[src/rtl/pwm_octet_pkg.sv]
package pwm_octet_pkg;

   // write port map
   localparam int unsigned ADDR_W = 5;
   localparam int unsigned DATA_W = 8;

   localparam logic [ADDR_W-1:0] ADDR_CLKSEL = 5'h00;
   localparam logic [ADDR_W-1:0] ADDR_ALIGN  = 5'h01;
   localparam logic [ADDR_W-1:0] ADDR_ENABLE = 5'h02;
   localparam logic [ADDR_W-1:0] ADDR_PERIOD = 5'h08;
   localparam logic [ADDR_W-1:0] ADDR_DUTY   = 5'h10;

   // bit position of source B code inside the clock select byte
   localparam int unsigned SEL_B_LSB = 4;

   typedef enum logic {
      DIR_UP   = 1'b0,
      DIR_DOWN = 1'b1
   } cnt_dir_e;

endpackage

[src/rtl/pwm_octet_regs.sv]
module pwm_octet_regs
   import pwm_octet_pkg::*;
#(
   parameter int unsigned CH_COUNT = 8,
   parameter int unsigned CNT_W    = 8,
   parameter int unsigned SEL_W    = 3
) (
   input  logic                             clk_i,
   input  logic                             rst_ni,
   input  logic                             wr_en_i,
   input  logic [ADDR_W-1:0]                wr_addr_i,
   input  logic [DATA_W-1:0]                wr_data_i,
   output logic [SEL_W-1:0]                 sel_a_o,
   output logic [SEL_W-1:0]                 sel_b_o,
   output logic [CH_COUNT-1:0]              align_o,
   output logic [CH_COUNT-1:0]              enable_o,
   output logic [CH_COUNT-1:0][CNT_W-1:0]   per_o,
   output logic [CH_COUNT-1:0][CNT_W-1:0]   duty_o
);

   always_ff @(posedge clk_i or negedge rst_ni) begin
      if (!rst_ni) begin
         sel_a_o  <= '0;
         sel_b_o  <= '0;
         align_o  <= '0;
         enable_o <= '0;
      end else if (wr_en_i) begin
         unique case (wr_addr_i)
            ADDR_CLKSEL: begin
               sel_a_o <= wr_data_i[SEL_W-1:0];
               sel_b_o <= wr_data_i[SEL_B_LSB +: SEL_W];
            end
            ADDR_ALIGN:  align_o  <= wr_data_i[CH_COUNT-1:0];
            ADDR_ENABLE: enable_o <= wr_data_i[CH_COUNT-1:0];
            default: ;
         endcase
      end
   end

   // holding registers, one pair per channel
   for (genvar ch = 0; ch < CH_COUNT; ch++) begin : g_hold
      localparam logic [ADDR_W-1:0] PER_ADDR  = ADDR_PERIOD + ADDR_W'(ch);
      localparam logic [ADDR_W-1:0] DUTY_ADDR = ADDR_DUTY + ADDR_W'(ch);

      always_ff @(posedge clk_i or negedge rst_ni) begin
         if (!rst_ni) begin
            per_o[ch]  <= '0;
            duty_o[ch] <= '0;
         end else if (wr_en_i) begin
            if (wr_addr_i == PER_ADDR)  per_o[ch]  <= wr_data_i[CNT_W-1:0];
            if (wr_addr_i == DUTY_ADDR) duty_o[ch] <= wr_data_i[CNT_W-1:0];
         end
      end
   end

endmodule

[src/rtl/pwm_octet_prescaler.sv]
module pwm_octet_prescaler #(
   parameter int unsigned SEL_W = 3
) (
   input  logic             clk_i,
   input  logic             rst_ni,
   input  logic [SEL_W-1:0] sel_i,
   output logic             tick_o
);

   // a code n needs n low bits of the divider; the largest code sets the width
   localparam int unsigned DIV_W = (1 << SEL_W) - 1;

   logic [DIV_W-1:0] div_q;
   logic [DIV_W-1:0] mask;

   always_ff @(posedge clk_i or negedge rst_ni) begin
      if (!rst_ni) div_q <= '0;
      else         div_q <= div_q + DIV_W'(1);
   end

   // the lowest n divider bits all set marks the end of one 2^n stretch
   always_comb begin
      for (int i = 0; i < DIV_W; i++) begin
         mask[i] = (i < int'(sel_i));
      end
   end

   assign tick_o = ((div_q & mask) == mask);

   // with a code of 1 or more, no two ticks come back to back unless the code moved
   assert_tick_spacing_R1: assert property (@(posedge clk_i) disable iff (!rst_ni)
      (tick_o && sel_i != '0) |=> (!tick_o || !$stable(sel_i)));

endmodule

[src/rtl/pwm_octet_channel.sv]
module pwm_octet_channel
   import pwm_octet_pkg::*;
#(
   parameter int unsigned CNT_W = 8
) (
   input  logic             clk_i,
   input  logic             rst_ni,
   input  logic             en_i,
   input  logic             center_i,
   input  logic             tick_i,
   input  logic [CNT_W-1:0] per_hold_i,
   input  logic [CNT_W-1:0] duty_hold_i,
   output logic             pwm_o
);

   logic [CNT_W-1:0] cnt_q, cnt_d;
   logic [CNT_W-1:0] per_q, duty_q;
   cnt_dir_e         dir_q, dir_d;
   logic             wrap;

   // next count and end-of-period detection
   always_comb begin
      cnt_d = cnt_q;
      dir_d = dir_q;
      wrap  = 1'b0;
      if (per_q == '0) begin
         cnt_d = '0;
         dir_d = DIR_UP;
         wrap  = 1'b1;
      end else if (!center_i) begin
         dir_d = DIR_UP;
         if (cnt_q >= per_q - CNT_W'(1)) begin
            cnt_d = '0;
            wrap  = 1'b1;
         end else begin
            cnt_d = cnt_q + CNT_W'(1);
         end
      end else if (dir_q == DIR_DOWN || cnt_q >= per_q) begin
         if (cnt_q <= CNT_W'(1)) begin
            cnt_d = '0;
            dir_d = DIR_UP;
            wrap  = 1'b1;
         end else begin
            cnt_d = cnt_q - CNT_W'(1);
            dir_d = DIR_DOWN;
         end
      end else begin
         cnt_d = cnt_q + CNT_W'(1);
         dir_d = DIR_UP;
      end
   end

   always_ff @(posedge clk_i or negedge rst_ni) begin
      if (!rst_ni) begin
         cnt_q  <= '0;
         dir_q  <= DIR_UP;
         per_q  <= '0;
         duty_q <= '0;
      end else if (!en_i) begin
         cnt_q  <= '0;
         dir_q  <= DIR_UP;
         per_q  <= per_hold_i;
         duty_q <= duty_hold_i;
      end else if (tick_i) begin
         cnt_q <= cnt_d;
         dir_q <= dir_d;
         if (wrap) begin
            per_q  <= per_hold_i;
            duty_q <= duty_hold_i;
         end
      end
   end

   assign pwm_o = en_i && (duty_q != '0) && ((duty_q >= per_q) || (cnt_q < duty_q));

   // a disabled channel sits at count zero on the next edge
   assert_idle_at_zero_R8: assert property (@(posedge clk_i) disable iff (!rst_ni)
      !en_i |=> (cnt_q == '0));

   // the counter stays within the working period in either mode
   assert_cnt_in_range_R4: assert property (@(posedge clk_i) disable iff (!rst_ni)
      cnt_q <= per_q);

   // a running channel keeps its working duty until its period ends
   assert_duty_held_R7: assert property (@(posedge clk_i) disable iff (!rst_ni)
      (en_i && !(tick_i && wrap)) |=> $stable(duty_q));

   // the same holds for the working period
   assert_period_held_R7: assert property (@(posedge clk_i) disable iff (!rst_ni)
      (en_i && !(tick_i && wrap)) |=> $stable(per_q));

endmodule

[src/rtl/pwm_octet.sv]
module pwm_octet
   import pwm_octet_pkg::*;
#(
   parameter int unsigned CH_COUNT = 8,
   parameter int unsigned CNT_W    = 8,
   parameter int unsigned SEL_W    = 3
) (
   input  logic                clk_i,
   input  logic                rst_ni,
   input  logic                wr_en_i,
   input  logic [ADDR_W-1:0]   wr_addr_i,
   input  logic [DATA_W-1:0]   wr_data_i,
   output logic [CH_COUNT-1:0] pwm_o
);

   // elaboration checks on the parameters
   if (CH_COUNT != 4 && CH_COUNT != 8) begin : g_bad_ch_count
      $error("pwm_octet: CH_COUNT must be 4 or 8");
   end
   if (CNT_W < 2 || CNT_W > DATA_W) begin : g_bad_cnt_w
      $error("pwm_octet: CNT_W must lie between 2 and the data width");
   end
   if (SEL_W < 1 || SEL_W > SEL_B_LSB - 1) begin : g_bad_sel_w
      $error("pwm_octet: SEL_W must lie between 1 and 3");
   end

   logic [SEL_W-1:0]               sel_a, sel_b;
   logic [CH_COUNT-1:0]            align, enable;
   logic [CH_COUNT-1:0][CNT_W-1:0] per_hold, duty_hold;
   logic                           tick_a, tick_b;

   pwm_octet_regs #(
      .CH_COUNT (CH_COUNT),
      .CNT_W    (CNT_W),
      .SEL_W    (SEL_W)
   ) regs_i (
      .clk_i     (clk_i),
      .rst_ni    (rst_ni),
      .wr_en_i   (wr_en_i),
      .wr_addr_i (wr_addr_i),
      .wr_data_i (wr_data_i),
      .sel_a_o   (sel_a),
      .sel_b_o   (sel_b),
      .align_o   (align),
      .enable_o  (enable),
      .per_o     (per_hold),
      .duty_o    (duty_hold)
   );

   pwm_octet_prescaler #(.SEL_W(SEL_W)) div_a_i (
      .clk_i  (clk_i),
      .rst_ni (rst_ni),
      .sel_i  (sel_a),
      .tick_o (tick_a)
   );

   pwm_octet_prescaler #(.SEL_W(SEL_W)) div_b_i (
      .clk_i  (clk_i),
      .rst_ni (rst_ni),
      .sel_i  (sel_b),
      .tick_o (tick_b)
   );

   for (genvar ch = 0; ch < CH_COUNT; ch++) begin : g_ch
      logic ch_tick;

      // index bit 1 selects the clock group
      if (((ch >> 1) & 1) == 1) begin : g_src_b
         assign ch_tick = tick_b;
      end else begin : g_src_a
         assign ch_tick = tick_a;
      end

      pwm_octet_channel #(.CNT_W(CNT_W)) chan_i (
         .clk_i       (clk_i),
         .rst_ni      (rst_ni),
         .en_i        (enable[ch]),
         .center_i    (align[ch]),
         .tick_i      (ch_tick),
         .per_hold_i  (per_hold[ch]),
         .duty_hold_i (duty_hold[ch]),
         .pwm_o       (pwm_o[ch])
      );
   end

   // a channel whose enable was clear a cycle ago and still is stays low
   assert_off_stays_low_R10: assert property (@(posedge clk_i) disable iff (!rst_ni)
      ($past(enable) == '0 && enable == '0) |-> (pwm_o == '0));

endmodule

[config.mk]
export PLATFORM = sky130hd
export DESIGN_NAME = pwm_octet
export DESIGN_NICKNAME = d
export VERILOG_FILES = /design/src/rtl/pwm_octet_pkg.sv /design/src/rtl/pwm_octet_regs.sv /design/src/rtl/pwm_octet_prescaler.sv /design/src/rtl/pwm_octet_channel.sv /design/src/rtl/pwm_octet.sv
export SDC_FILE = /design/constraint.sdc
export NUM_CORES = 1
export LEC_CHECK = 0
export ABC_CLOCK_PERIOD_IN_PS = 4000
export BUFFER_PORTS_ARGS = -buffer_cell sky130_fd_sc_hd__buf_2
export CELL_PAD_IN_SITES_DETAIL_PLACEMENT = 0
export CELL_PAD_IN_SITES_GLOBAL_PLACEMENT = 1
export CORE_MARGIN = 1.5
export CORE_UTILIZATION = 46
export CTS_CLUSTER_SIZE = 12
export DETAILED_ROUTE_END_ITERATION = 8
export PLACE_DENSITY_LB_ADDON = 0.08
export SYNTH_ARGS = -nofsm -noshare
export SYNTH_HDL_FRONTEND = slang
export SYNTH_SLANG_ARGS = --single-unit
[constraint.sdc]
create_clock -name clk_i -period 4 [get_ports clk_i]
set_input_delay 0.6 -clock clk_i [delete_from_list [all_inputs] [get_ports clk_i]]
set_output_delay 0.6 -clock clk_i [all_outputs]
set_load 0.05 [all_outputs]
==> results.ini <==
[cts]
cts-root-buf = clkbuf_16
clk_latency_ps = 560
cts_sinks = 364
cts_resized = 0
cts_max_level = 2
cts_buffer_depth = 3
cts_hold_buf = 0
numCtsBuffers = 43
path_clk_slew_ps = 60
cts_setup_buffers = 0
tritoncts = built

[worst_setup_path]
cp_num_buf_inv = 1
crit_fanout = 16
reg2reg_slack_ps = 460
max_stage_delay_ps = 540
crit_path_end_kind = flop
worstSetupPathType = flop to flop
critical_path.endpoint = g_ch[2].chan_i.duty_q[6]$_DFFE_PN0P_
critPathSlowestCell = o31ai_1
critical_path_arrival_ps = 3980
rr_worst_depth = 12
cp.required_ps = 4440
path_depth = 12
crit_top_cell = nand2_1
reg2reg_from = g_ch[2].chan_i.per_q[3]$_DFFE_PN0P_
r2r-end = g_ch[2].chan_i.duty_q[6]$_DFFE_PN0P_
critPathLaunch = g_ch[2].chan_i.per_q[3]$_DFFE_PN0P_
cp_top_family = simple AND/OR/NAND/NOR gates
worstPathCellList = nor4_1, nand2_1, xnor2_1, ha_1, nand2_1, o21ai_0, a21oi_1, o31ai_1, nor2_1, nor2_2, buf_4, mux2_2
start_kind = flop

[sta]
tightest_slew_ps = 990
rsz0062_at_grt = no
fin_skew_ps = 12.0
fin_crit_ps = 3540
slew_headroom_pct = 33.9
finalMaxSlewViolations = 0
setup_violations = 0
tns_ps = 0
max_freq_mhz = 282
whs_ps = 55.3
finalCritPeriodShare_pct = 88.6
hold_viol = 0

[logic_synthesis]
synth_cells = 2266
post_synth_num_cell_types = 90
synth_edf_count = 0
avgSynthCellArea_sq_um = 10.4
syn-num-nets = 2572
synthArstFlopShare_pct = 100
netlist_area_sq_um = 23600
ys_warn_count = 0
synth-main-ff-cell = dfrtp_1
ys_seq_elements = 364
ys_seq_area_share_pct = 38.7

[placed_design]
gp_congestion = 0.833
place_hpwl_um = 41100
portBuffers = 23
placed_cell_area_sq_um = 24500
placed_cells = 2929

[die]
initial_core_util_pct = 46.8
core_sq_um = 50400
die_w_um = 229
dieHeight_um = 229
die_area_sq_um = 52600
rows = 82
io_pins = 24

[route]
drtIter0Drc = 1096
firstDrtPassIters = 5
ant_nets = 0
vias = 17300
vias_per_cell = 5.75
wl_per_cell_um = 19.5
drcViolationCount = 0
wl_um = 58500

[final_layout]
fillers = 4553
regArea_sq_um = 9110
area_growth_pct = 10.0
diodes = 0
drive_above_1_share_pct = 18.9
multi_input_area_sq_um = 13400
final_util_pct = 51.4
stdcell_count = 3005
nNetsFinal = 2608
final_area_sq_um = 25900

[global_route]
grt_pass1_vias = 17500
grt_max_degree = 97
grt_usage_pct = 22.7
grt.overflow.total = 0
antenna_found_initial = 3
grt_pass1_wl_um = 95700

[outcome]
status = completed

[power_and_ir_drop]
power_density_nw_per_um2 = 684
leakagePower_uw = 0.0124
ir_worst_vdd_mv = 0.331

[flow_run]
maxCapViolCount = 0

[worst_hold_path]
hp-class = input pin to async pin

[power by group]
| group | switching, uW | leakage [uW] | internal [uW] | total [uW] |
|---|---|---|---|---|
| sequential | 1030 | 0.00472 | 4630 | 5660 |
| clock | 1600 | 0.000710 | 2360 | 3960 |
| combinational | 4340 | 0.00692 | 3760 | 8100 |
| total | 6970 | 0.0124 | 10700 | 17700 |
[state kept, by name (all words and copies together) (netlist names), 7 cells and up]
name and flops:
g_ch.chan_i.cnt_q 64, g_ch.chan_i.duty_q 64, g_ch.chan_i.per_q 64, regs_i.duty_o 64, regs_i.per_o 64, g_ch.chan_i.dir_q 8, regs_i.align_o 8, regs_i.enable_o 8
div_a_i.div_q 7, div_b_i.div_q 7
[cell usage after synthesis, types with 12 or more instances]
| master | instances | area share (%) |
|---|---|---|
| a21oi_1 | 91 | 1.9 |
| a211oi_1 | 27 | 0.86 |
| ha_1 | 290 | 15 |
| or3_1 | 24 | 0.64 |
| mux2i_1 | 18 | 0.76 |
| nand2_1 | 127 | 2.0 |
| nand4_1 | 28 | 0.74 |
| a31oi_1 | 23 | 0.61 |
| clkbuf_1 | 37 | 0.59 |
| o31ai_1 | 20 | 0.64 |
| buf_4 | 13 | 0.41 |
| nor4_1 | 25 | 0.66 |
| dfrtp_1 | 364 | 39 |
| or4_1 | 12 | 0.38 |
| inv_1 | 197 | 3.1 |
| o21ai_0 | 77 | 1.6 |
| nor2_1 | 118 | 1.9 |
| nor3_1 | 48 | 1.0 |
| and3_1 | 17 | 0.45 |
| o21a_1 | 21 | 0.67 |
| mux2_2 | 281 | 13 |
| a21o_1 | 32 | 1.0 |
| a21boi_0 | 16 | 0.51 |
| nand3_1 | 53 | 1.1 |
| nand2b_1 | 32 | 0.85 |
| xnor2_1 | 53 | 2.0 |
[worst min-delay path by stage]
stage | to | cells after the start | slack (ps) | start
final | g_ch[7].chan_i.cnt_q[4]$_DFFE_PN0P_ | 1 | 60 | rst_ni
after CTS | g_ch[7].chan_i.dir_q$_DFFE_PN0P_ | 1 | 90 | rst_ni
after global routing | g_ch[7].chan_i.dir_q$_DFFE_PN0P_ | 1 | 120 | rst_ni
after detailed placement | div_a_i.div_q[6]$_DFF_PN0_ | 1 | 450 | div_a_i.div_q[6]$_DFF_PN0_
after floorplan | div_a_i.div_q[0]$_DFF_PN0_ | 0 | 300 | rst_ni
after global placement | div_b_i.div_q[6]$_DFF_PN0_ | 1 | 450 | div_b_i.div_q[6]$_DFF_PN0_
[per-stage QoR]
step | setup slack, ps | total power (uW)
2_1_floorplan | 899 | 11800
3_3_place_gp | 622 | 13600
3_5_place_dp | 545 | 13800
4_1_cts | 513 | 17900
5_1_grt | 195 | 19300
6_report | 458 | 17700
[kinds of logic (layout without fill, tap and decap cells)]
group           Yosys count  count (layout)  share of synthesized area (%)
flops                   364             364                           38.7
compound gates          443             443                           13.1
simple gates            551             551                           12.0
buf+inv                 260             327                           4.44
xor+xnor                 59              59                           2.19
mux                     299             299                           14.2
fa+ha+maj               290             290                           15.4
[placed cells by master, fill, tap and decap left out, types with 28 or more instances in the layout]
cell type	Yosys	final
a21o_1	32	32
ha_1	290	290
nand2_1	127	127
nand2b_1	32	32
nand4_1	28	28
dfrtp_1	364	364
a21oi_1	91	91
inv_1	197	197
clkbuf_16	0	45
nor2_1	118	118
nand3_1	53	53
o21ai_0	77	77
buf_4	13	28
xnor2_1	53	53
nor3_1	48	48
mux2_2	281	281
[layout make-up]
class / instances / share of cell area (%)
flip-flops and latches: 364 / 35.2
inverters: 197 / 2.85
clock inverters: 20 / 0.729
multi-input cells: 1642 / 51.8
well taps: 672 / 3.24
clock buffers: 56 / 4.74
repair buffers: 54 / 1.53
[metal layers]
| layer | GRT usage (%) | wire length (um) | vias to the layer above |
|---|---|---|---|
| met5 | 0 | 11 | - |
| met4 | 6.41 | 1250 | 2 |
| met3 | 2.51 | 1950 | 89 |
| met2 | 37.5 | 27300 | 308 |
| met1 | 31.4 | 27900 | 8526 |
| li1 | - | - | 8352 |
(Power assumes the default switching activity.)
